[src/rtl/brpred_pkg.sv]
package brpred_pkg;

   typedef logic [1:0] hist_t;

   localparam hist_t H_SNT = 2'b00;  // strongly not taken
   localparam hist_t H_WNT = 2'b01;  // weakly not taken
   localparam hist_t H_WT  = 2'b10;  // weakly taken
   localparam hist_t H_ST  = 2'b11;  // strongly taken

   // saturating step toward the resolved outcome
   function automatic hist_t hist_step(hist_t s, logic taken);
      if (taken) return (s == H_ST) ? s : hist_t'(s + 2'd1);
      return (s == H_SNT) ? s : hist_t'(s - 2'd1);
   endfunction

endpackage

[src/rtl/brpred_cam.sv]
module brpred_cam #(
   parameter int AW    = 16,
   parameter int DEPTH = 16,
   localparam int IW   = (DEPTH > 1) ? $clog2(DEPTH) : 1
) (
   input  logic [DEPTH-1:0]         valid,
   input  logic [DEPTH-1:0][AW-1:0] tags,
   input  logic [AW-1:0]            key,
   output logic [DEPTH-1:0]         match,
   output logic                     hit,
   output logic [IW-1:0]            idx
);

   genvar g;
   generate
      for (g = 0; g < DEPTH; g++) begin : g_cmp
         assign match[g] = valid[g] && (tags[g] == key);
      end
   endgenerate

   assign hit = |match;

   always_comb begin
      idx = '0;
      for (int i = 0; i < DEPTH; i++) begin
         if (match[i]) idx = idx | IW'(i);
      end
   end

endmodule

[src/rtl/brpred_rr.sv]
module brpred_rr #(
   parameter int DEPTH = 16,
   localparam int IW   = (DEPTH > 1) ? $clog2(DEPTH) : 1
) (
   input  logic          clk,
   input  logic          rst_n,
   input  logic          advance,
   output logic [IW-1:0] ptr
);

   localparam logic [IW-1:0] LAST = IW'(DEPTH - 1);

   always_ff @(posedge clk) begin
      if (!rst_n)       ptr <= '0;
      else if (advance) ptr <= (ptr == LAST) ? '0 : ptr + 1'b1;
   end

endmodule

[src/rtl/brpred_table.sv]
module brpred_table
   import brpred_pkg::*;
#(
   parameter int AW      = 16,
   parameter int DEPTH   = 16,
   parameter bit ONE_BIT = 1'b0
) (
   input  logic          clk,
   input  logic          rst_n,
   input  logic [AW-1:0] lk_pc,
   output logic          lk_hit,
   output logic          lk_taken,
   output logic [AW-1:0] lk_target,
   input  logic          up_valid,
   input  logic [AW-1:0] up_pc,
   input  logic          up_taken,
   input  logic [AW-1:0] up_target
);

   localparam int IW = (DEPTH > 1) ? $clog2(DEPTH) : 1;

   generate
      if (DEPTH < 2)   $error("brpred_table: DEPTH must be at least 2");
      if (AW < 2)      $error("brpred_table: AW must be at least 2");
      if (DEPTH > 256) $error("brpred_table: DEPTH too large for a CAM");
   endgenerate

   logic [DEPTH-1:0]         valid_q;
   logic [DEPTH-1:0][AW-1:0] pc_q;
   logic [DEPTH-1:0][AW-1:0] tgt_q;
   hist_t [DEPTH-1:0]        hist_q;

   logic [DEPTH-1:0] lk_match, up_match;
   logic             lk_hit_c, up_hit;
   logic [IW-1:0]    lk_idx, up_idx, rr_ptr;
   logic             alloc_en;
   hist_t            hist_cur, hist_nx, hist_init;

   brpred_cam #(.AW(AW), .DEPTH(DEPTH)) u_lk_cam (
      .valid(valid_q), .tags(pc_q), .key(lk_pc),
      .match(lk_match), .hit(lk_hit_c), .idx(lk_idx));

   brpred_cam #(.AW(AW), .DEPTH(DEPTH)) u_up_cam (
      .valid(valid_q), .tags(pc_q), .key(up_pc),
      .match(up_match), .hit(up_hit), .idx(up_idx));

   assign alloc_en = up_valid && !up_hit && up_taken;

   brpred_rr #(.DEPTH(DEPTH)) u_rr (
      .clk(clk), .rst_n(rst_n), .advance(alloc_en), .ptr(rr_ptr));

   assign hist_cur = hist_q[up_idx];

   generate
      if (ONE_BIT) begin : g_last_outcome
         assign hist_nx   = up_taken ? H_ST : H_SNT;
         assign hist_init = H_ST;
      end else begin : g_two_bit
         assign hist_nx   = hist_step(hist_cur, up_taken);
         assign hist_init = H_WT;
      end
   endgenerate

   always_ff @(posedge clk) begin
      if (!rst_n) begin
         valid_q <= '0;
         pc_q    <= '0;
         tgt_q   <= '0;
         hist_q  <= '0;
      end else if (up_valid) begin
         if (up_hit) begin
            hist_q[up_idx] <= hist_nx;
            if (up_taken && (tgt_q[up_idx] != up_target))
               tgt_q[up_idx] <= up_target;
         end else if (alloc_en) begin
            valid_q[rr_ptr] <= 1'b1;
            pc_q[rr_ptr]    <= up_pc;
            tgt_q[rr_ptr]   <= up_target;
            hist_q[rr_ptr]  <= hist_init;
         end
      end
   end

   assign lk_hit    = lk_hit_c;
   assign lk_taken  = lk_hit_c && hist_q[lk_idx][1];
   assign lk_target = lk_hit_c ? tgt_q[lk_idx] : '0;

   // ---------------- assertions ----------------
   assert_single_match_R3: assert property (@(posedge clk) disable iff (!rst_n)
      $onehot0(lk_match) && $onehot0(up_match));

   assert_valid_grows_R3: assert property (@(posedge clk) disable iff (!rst_n)
      $countones(valid_q) >= $countones($past(valid_q)));

   assert_miss_quiet_R2: assert property (@(posedge clk) disable iff (!rst_n)
      !lk_hit |-> (!lk_taken && lk_target == '0));

   assert_rr_hold_R9: assert property (@(posedge clk) disable iff (!rst_n)
      !alloc_en |=> $stable(rr_ptr));

   genvar e;
   generate
      for (e = 0; e < DEPTH; e++) begin : g_chk
         if (ONE_BIT) begin : g_c1
            assert_onebit_states_R11: assert property (@(posedge clk) disable iff (!rst_n)
               hist_q[e] == H_SNT || hist_q[e] == H_ST);
         end else begin : g_c2
            assert_strong_holds_R6: assert property (@(posedge clk) disable iff (!rst_n)
               hist_q[e] == H_ST |=> hist_q[e][1]);
         end
      end
   endgenerate

endmodule

[config.mk]
export PLATFORM = sky130hd
export DESIGN_NAME = brpred_table
export DESIGN_NICKNAME = d
export VERILOG_FILES = /design/src/rtl/brpred_pkg.sv /design/src/rtl/brpred_cam.sv /design/src/rtl/brpred_rr.sv /design/src/rtl/brpred_table.sv
export SDC_FILE = /design/constraint.sdc
export NUM_CORES = 2
export LEC_CHECK = 0
export CAP_MARGIN = 20
export CORE_ASPECT_RATIO = 1.75
export CORE_MARGIN = 1.5
export CORE_UTILIZATION = 58
export CTS_CLUSTER_DIAMETER = 30
export CTS_CLUSTER_SIZE = 14
export DETAILED_ROUTE_END_ITERATION = 8
export PLACE_DENSITY_LB_ADDON = 0.25
export RECOVER_POWER = 50
export SYNTH_ARGS = -nofsm -noshare
export SYNTH_HDL_FRONTEND = slang
export SYNTH_SLANG_ARGS = --single-unit
[constraint.sdc]
create_clock -name clk -period 11.4 [get_ports clk]
set_input_delay 1.71 -clock clk [delete_from_list [all_inputs] [get_ports clk]]
set_output_delay 1.71 -clock clk [all_outputs]
set_load 0.05 [all_outputs]
### Word-level counts from Yosys, hierarchy flattened

Index checks and enable logic that the tools add are counted.

* add/sub/neg operators: 3
* $lt $le $gt $ge: 5
* equality and inequality tests: 36
* multiplexer cells: 64
* bitwise logic cells: 5
* reduce and logical (&&, ||, !) cells: 46

Operators with widths (number)
* bitwise mux 256 bit: 3
* 2-to-1 mux 256 bit: 3
* == test 16 bit: 32
* binary-select mux 16 bit (select 4 bit): 2
* demux 16 bit (select 4 bit): 2
* 2-to-1 mux 16 bit: 5
* 2-to-1 mux 4 bit: 17
* 2-to-1 mux 32 bit: 2
* logical AND 1 bit: 38
* bitwise mux 32 bit: 1
* OR 16 bit: 2
* OR reduction 16 bit: 2
* 2-to-1 mux 2 bit: 12
* 2-to-1 mux 3 bit: 8
* bitwise AND 16 bit: 1
* binary-select mux 2 bit (select 4 bit): 2
* demux 2 bit (select 4 bit): 2
* != test 16 bit: 1
* inverter 16 bit: 1
* less-than comparator 4 x 5 -> 1 bit (second input constant): 3
* greater-or-equal comparator 4 x 1 -> 1 bit (second input constant): 2
* AND reduction 3 bit: 2
* adder 4 x 1 -> 4 bit (second input constant): 1
* demux 1 bit (select 4 bit): 1
* 11 further kinds: 14

* register bits after elaboration: 564
* input port bits: 52
* word-level logic and storage cells: 209

### Logic depth before layout (Yosys ltp)

* depth after elaboration: 25
* mapped depth: 22
* depth with buffers taken out: 14

### By module

A second synthesis with hierarchy kept.

* cells, all modules: 3513
* area, all modules: 32950.4 um2

Modules (own cells, without submodules)
* brpred_table: instances 1, cells an instance 2699, area an instance 26102.5 um2
* brpred_cam: instances 2, cells an instance 398, area an instance 3330.7 um2
* brpred_rr: instances 1, cells an instance 18, area an instance 186.4 um2

### Worst setup path after synthesis

No wires, ideal clock.

* path type: input port to output port
* from: input port lk_pc[5]
* to: output port lk_target[10]
* arrival time: 5675 ps
* data required time: 9690 ps
* setup slack: 4015 ps
* stages on the path: 15
* buffers on the path: 5
* cell sequence: clkbuf_1 -> clkbuf_1 -> xnor2_1 -> nand3_1 -> nor4_1 -> nor2_1 -> nand3_1 -> nor4_1 -> clkbuf_1 -> buf_1 -> clkbuf_1 -> mux2i_1 -> a211oi_1 -> a21oi_1 -> o22ai_1

* cells in the longest elaborated chain, start to end: 20
* elaborated cells between the ends (all ways): 51
* classes of those cells: 16 x eq/ne; 18 x mux; 17 x reduce/logical

RTL lines
* start, declared: RTL line brpred_table.sv:10 `input logic [AW-1:0] lk_pc,`
* == test 16 bit: RTL line brpred_cam.sv:17 `assign match[g] = valid[g] && (tags[g] == key);`
* logical AND 1 bit: RTL line brpred_cam.sv:17
* 2-to-1 mux 1 bit: RTL line brpred_cam.sv:26 `if (match[i]) idx = idx | IW'(i);`
* 2-to-1 mux 2 bit (2 in series): RTL line brpred_cam.sv:26
* 2-to-1 mux 3 bit (4 in series): RTL line brpred_cam.sv:26
* 2-to-1 mux 4 bit (8 in series): RTL line brpred_cam.sv:26
* binary-select mux 16 bit (select 4 bit): RTL line brpred_table.sv:86 `assign lk_target = lk_hit_c ? tgt_q[lk_idx] : '0;`
* 2-to-1 mux 16 bit (implied by the code): RTL line brpred_table.sv:86
* 2-to-1 mux 16 bit *: RTL line brpred_table.sv:86
* end, declared: RTL line brpred_table.sv:13 `output logic [AW-1:0] lk_target,`

Mark *: on every way between the ends. The rest lies on a longest branch, timed or not. The select of a mux whose other input is x is not followed.

### Worst setup path in the final report

* from: input port up_pc[7]
* to: register tgt_q[7] (netlist name)

* cells in the longest elaborated chain, start to end: 24
* elaborated cells between the ends (all ways): 66
* classes of those cells: 2 x order compare; 18 x eq/ne; 22 x mux; 24 x reduce/logical

RTL lines
* start, declared: RTL line brpred_table.sv:15 `input logic [AW-1:0] up_pc,`
* == test 16 bit: RTL line brpred_cam.sv:17
* logical AND 1 bit: RTL line brpred_cam.sv:17
* 2-to-1 mux 1 bit: RTL line brpred_cam.sv:26
* 2-to-1 mux 2 bit (2 in series): RTL line brpred_cam.sv:26
* 2-to-1 mux 3 bit (4 in series): RTL line brpred_cam.sv:26
* 2-to-1 mux 4 bit (8 in series): RTL line brpred_cam.sv:26
* less-than comparator 4 x 5 -> 1 bit (implied by the code) or greater-or-equal comparator 4 x 1 -> 1 bit (tied branches): RTL line brpred_table.sv:74 `tgt_q[up_idx] <= up_target;`
* logical AND 1 bit (implied by the code): RTL line brpred_table.sv:74
* 2-to-1 mux 16 bit (implied by the code): RTL line brpred_table.sv:74
* demux 16 bit (select 4 bit): RTL line brpred_table.sv:74
* bitwise mux 256 bit: RTL line brpred_table.sv:74
* 2-to-1 mux 256 bit: RTL line brpred_table.sv:73 `if (up_taken && (tgt_q[up_idx] != up_target))`
* 2-to-1 mux 256 bit: RTL line brpred_table.sv:71 `if (up_hit) begin`
* end signal, assigned by index: RTL line brpred_table.sv:74
* end signal, assigned by index: RTL line brpred_table.sv:78 `tgt_q[rr_ptr] <= up_target;`
* end, declared: RTL line brpred_table.sv:30 `logic [DEPTH-1:0][AW-1:0] tgt_q;`

Parallel ways exist; a longest one is shown, timed or not. The select of a mux whose other input is x is not followed.
A chain may end at the register's enable or synchronous reset.

==> impl_metrics.yaml <==
outcome:
  status: "finished, violations left"
  violations: "capacitance limit, slew limit"
pwr:
  combPwrFrac_pct: 6.4
  pwr-share-seq_pct: 35.9
  p_switching_uw: 1390
  clockPowerShare_pct: 57.6
  total_power_uw: 5550
  ir_worst_vdd_uv: 138
  leakagePower_uw: 0.0146
  swShare_pct: 25.1
  power.internal_uw: 4160
  p_per_area_nw_per_um2: 148
placed_design:
  placed_cells: 4615
  port_buffers: 69
  place_congestion: 1.02
  dpl.hpwl_um: 77900
timing:
  min_period_over_period_pct: 89.0
  tightest_slew_ns: 2.01
  holdWs_ns: 0.470
  fin_tns_setup_ns: 0
  slew_viol_final: 24
  fin_crit_ns: 10.14
  slew_headroom_pct: -33.7
  rsz0062_at_grt: "false"
  skew_ns: 0.0281
  finalHoldViolations: 0
  setup-violations-final: 0
  fmax_mhz: 98.6
floorplan:
  num_rows: 116
  die-height_um: 320
  core_region_area_um2: 57000
  start_util_pct: 58.4
  num_io_pins: 70
  die_w_um: 184
  die_area_um2: 58900
synthesis:
  synth_top_family_by_area: "simple AND/OR/NAND/NOR gates"
  synth_flop_cell: "dfxtp_1"
  syn_area_per_cell_um2: 8.26
  synth_mux_area_share_pct: 10.5
  synth-edff-count: 0
  synth_nets: 4089
  synth-simple-area-share_pct: 20.9
  synthCells: 4033
  async_flop_share_pct: 0
  synth.distinct_cells: 77
  yosys_warnings: 0
  ys_seq_area_share_pct: 33.9
  synth_adder_area_share_pct: 0.210
  synth_compound_area_share_pct: 15.9
  synth_xor_area_share_pct: 13.8
  synth_area_um2: 33300
  ys_ff_latch: 564
grt:
  gr-total-overflow: 0
  grt_pass1_vias: 30200
  grt_max_degree: 164
  antenna_found_initial: 4
  grt_pass1_wl_um: 181000
  track_usage_pct: 41.2
detailed_routing:
  vias_per_cell: 6.41
  vias: 30900
  postRouteAntennaNets: 0
  route.detailed.drc: 0
  drt-total-wl_um: 122000
  first_pass_iters: 7
  drt-wirelength-per-cell_um: 25.4
  drt_iter0_markers: 3056
cells_and_area:
  fin_cells: 4812
  fin_nets: 4011
  multi_input_area_um2: 20500
  drive_gt1_share_pct: 8.24
  regArea_um2: 11300
  area.growth.synth_to_final_pct: 12.9
  fillers: 4824
worst_setup_path:
  crit_path_end_kind: "flip-flop"
  path_max_fanout: 19
  cp_slowest_cell: "clkbuf_1"
  reg2reg_to: "tgt_q[7]$_SDFFE_PN0P_"
  cp.required_ns: 12.00
  rrSetupSlack_ns: 4.23
  crit_type: "input port to flip-flop"
  reg2reg_depth: 16
  crit_path_max_incr_delay_ns: 1.40
  critPathArrivalTime_ns: 10.74
  cp_top_family: "buffers and inverters"
  r2r-start: "pc_q[215]$_SDFFE_PN0P_"
  worstPathCellList: "clkbuf_1, clkbuf_1, xor2_1, or4b_1, nor2_1, a22oi_1, nand3_1, nor3_1, nand2_1, o22ai_1, o21ai_0, nand4_1, nor4_4, a41oi_4, buf_4, nor2b_2, buf_4, mux2i_1"
  crit_buf_inv: 4
  cp-start-kind: "input port"
min_path:
  holdPathEnd: "tgt_q[65]$_SDFFE_PN0P_"
  hold_start: "tgt_q[65]$_SDFFE_PN0P_"
  hold_class: "flip-flop to flip-flop"
  worstHoldPathCells: 2
cts:
  cts.path.max_buffers: 3
  path_clk_slew_ns: 0.05
  cts_resized: 0
  hold_buffers: 0
  root_buffer: "clkbuf_16"
  cts_buffers: 100
  cts_tree: "done"
  clkLatencyLatePin_ns: 0.70
  numClockSinks: 564
  h-tree-depth: 3
  postCtsSetupBuffers: 0
run:
  cap_viol_max_count: 1
-- logic make-up after synthesis --
logic type / Yosys count
muxes: 350
and+or+nand+nor: 1496
adders and majority gates: 6
DFF: 564
buffers and inverters: 347
xor gates and xnor gates: 525
AOI/OAI and AO/OA: 745
-- metal layers --
layer / wire [um] / GRT usage (%) / vias to the layer above
li1: - / - / 13800
met1: 41500 / 43.0 / 14600
met3: 10600 / 9.75 / 761
met2: 56700 / 67.2 / 1710
met5: 13 / 0 / -
met4: 13400 / 39.8 / 2
-- area by class of cell --
class	count	share of cell area [%]
Clock buffer	122	7.31
Antenna cell	5	0.0333
Inverter	11	0.110
Timing Repair Buffer	156	3.29
Tap cell	767	2.55
Clock inverter	65	2.27
Sequential cell	564	30.0
Multi-Input combinational cell	3122	54.4
-- cell usage in the layout, fill, tap and decap left out, drive strengths merged, types with 11 or more instances in the layout --
cell           instances
a211oi               105
a21boi               265
a21oi                102
a22oi                 15
and2                  15
buf                   84
bufinv                14
clkbuf               142
clkdlybuf4s50         52
clkinv                29
dfxtp                564
inv                   25
mux2i                348
nand2                946
nand2b                14
nand3                138
nand4                 63
nor2                  69
nor2b                 83
nor3                  27
nor4                  77
o21a                  21
o21ai                 86
o221a                 28
o221ai                14
o22a                  16
o22ai                 48
or4                   22
or4b                  11
xnor2                316
xor2                 209
-- worst register-to-register path: cells and delay by family (launching register included) --
kind            cells  cell delay [ns]
xor+xnor            1             0.21
buf+inv             2             0.85
mux                 1             0.25
compound gates      4             2.89
simple gates        8             2.44
flops               1             0.46
-- power by group through the flow --
stage,logic [uW],clock network [uW],registers [uW]
2_1_floorplan,241,0,2030
3_3_place_gp,345,0,2040
3_5_place_dp,348,0,2040
4_1_cts,349,3200,2000
5_1_grt,373,3310,2000
6_report,358,3200,2000
-- worst max-delay path by stage --
stage / from / to / slack, ns / depth (start not counted)
detailed placement: lk_pc[11] / lk_target[14] / 2.63 / 15
CTS: lk_pc[11] / lk_target[14] / 2.63 / 15
finish: up_pc[7] / tgt_q[7]$_SDFFE_PN0P_ / 1.26 / 18
global route: up_pc[7] / tgt_q[13]$_SDFFE_PN0P_ / 1.24 / 18
global placement: lk_pc[7] / lk_target[6] / 2.68 / 14
floorplan: lk_pc[5] / lk_target[10] / 4.02 / 15
-- metrics by stage --
| step | setup WS [ns] | util (%) | instance area [um2] |
|---|---|---|---|
| 4_1_cts | 2.63 | 66.0 | 37600 |
| 6_report | 1.26 | 65.9 | 37600 |
| 3_3_place_gp | 2.68 | 59.7 | 34000 |
| 3_5_place_dp | 2.63 | 59.7 | 34000 |
| 2_1_floorplan | 4.02 | - | 33300 |
| 5_1_grt | 1.24 | 65.9 | 37600 |
-- Yosys cell counts (27+ instances only) --
cell type,count,share of area (%)
nand3_1,138,2.1
mux2i_1,348,10
o21ai_0,82,1.2
dfxtp_1,564,34
clkbuf_1,226,2.5
nor3_1,27,0.41
nand4_1,63,1.2
xor2_1,209,5.5
nor2_1,68,0.77
nand2_1,934,11
o22ai_1,45,0.84
buf_2,62,0.93
xnor2_1,316,8.3
a211oi_1,104,2.3
a21oi_1,102,1.5
nor4_1,73,1.4
nor2b_1,83,1.6
a21boi_0,264,5.9
-- registers in the layout (all words and copies together) (netlist names) --
name,cells
valid_q,16
u_rr.ptr,4
hist_q,32
pc_q,256
tgt_q,256
Note: power is estimated with default switching activity, not from simulation.
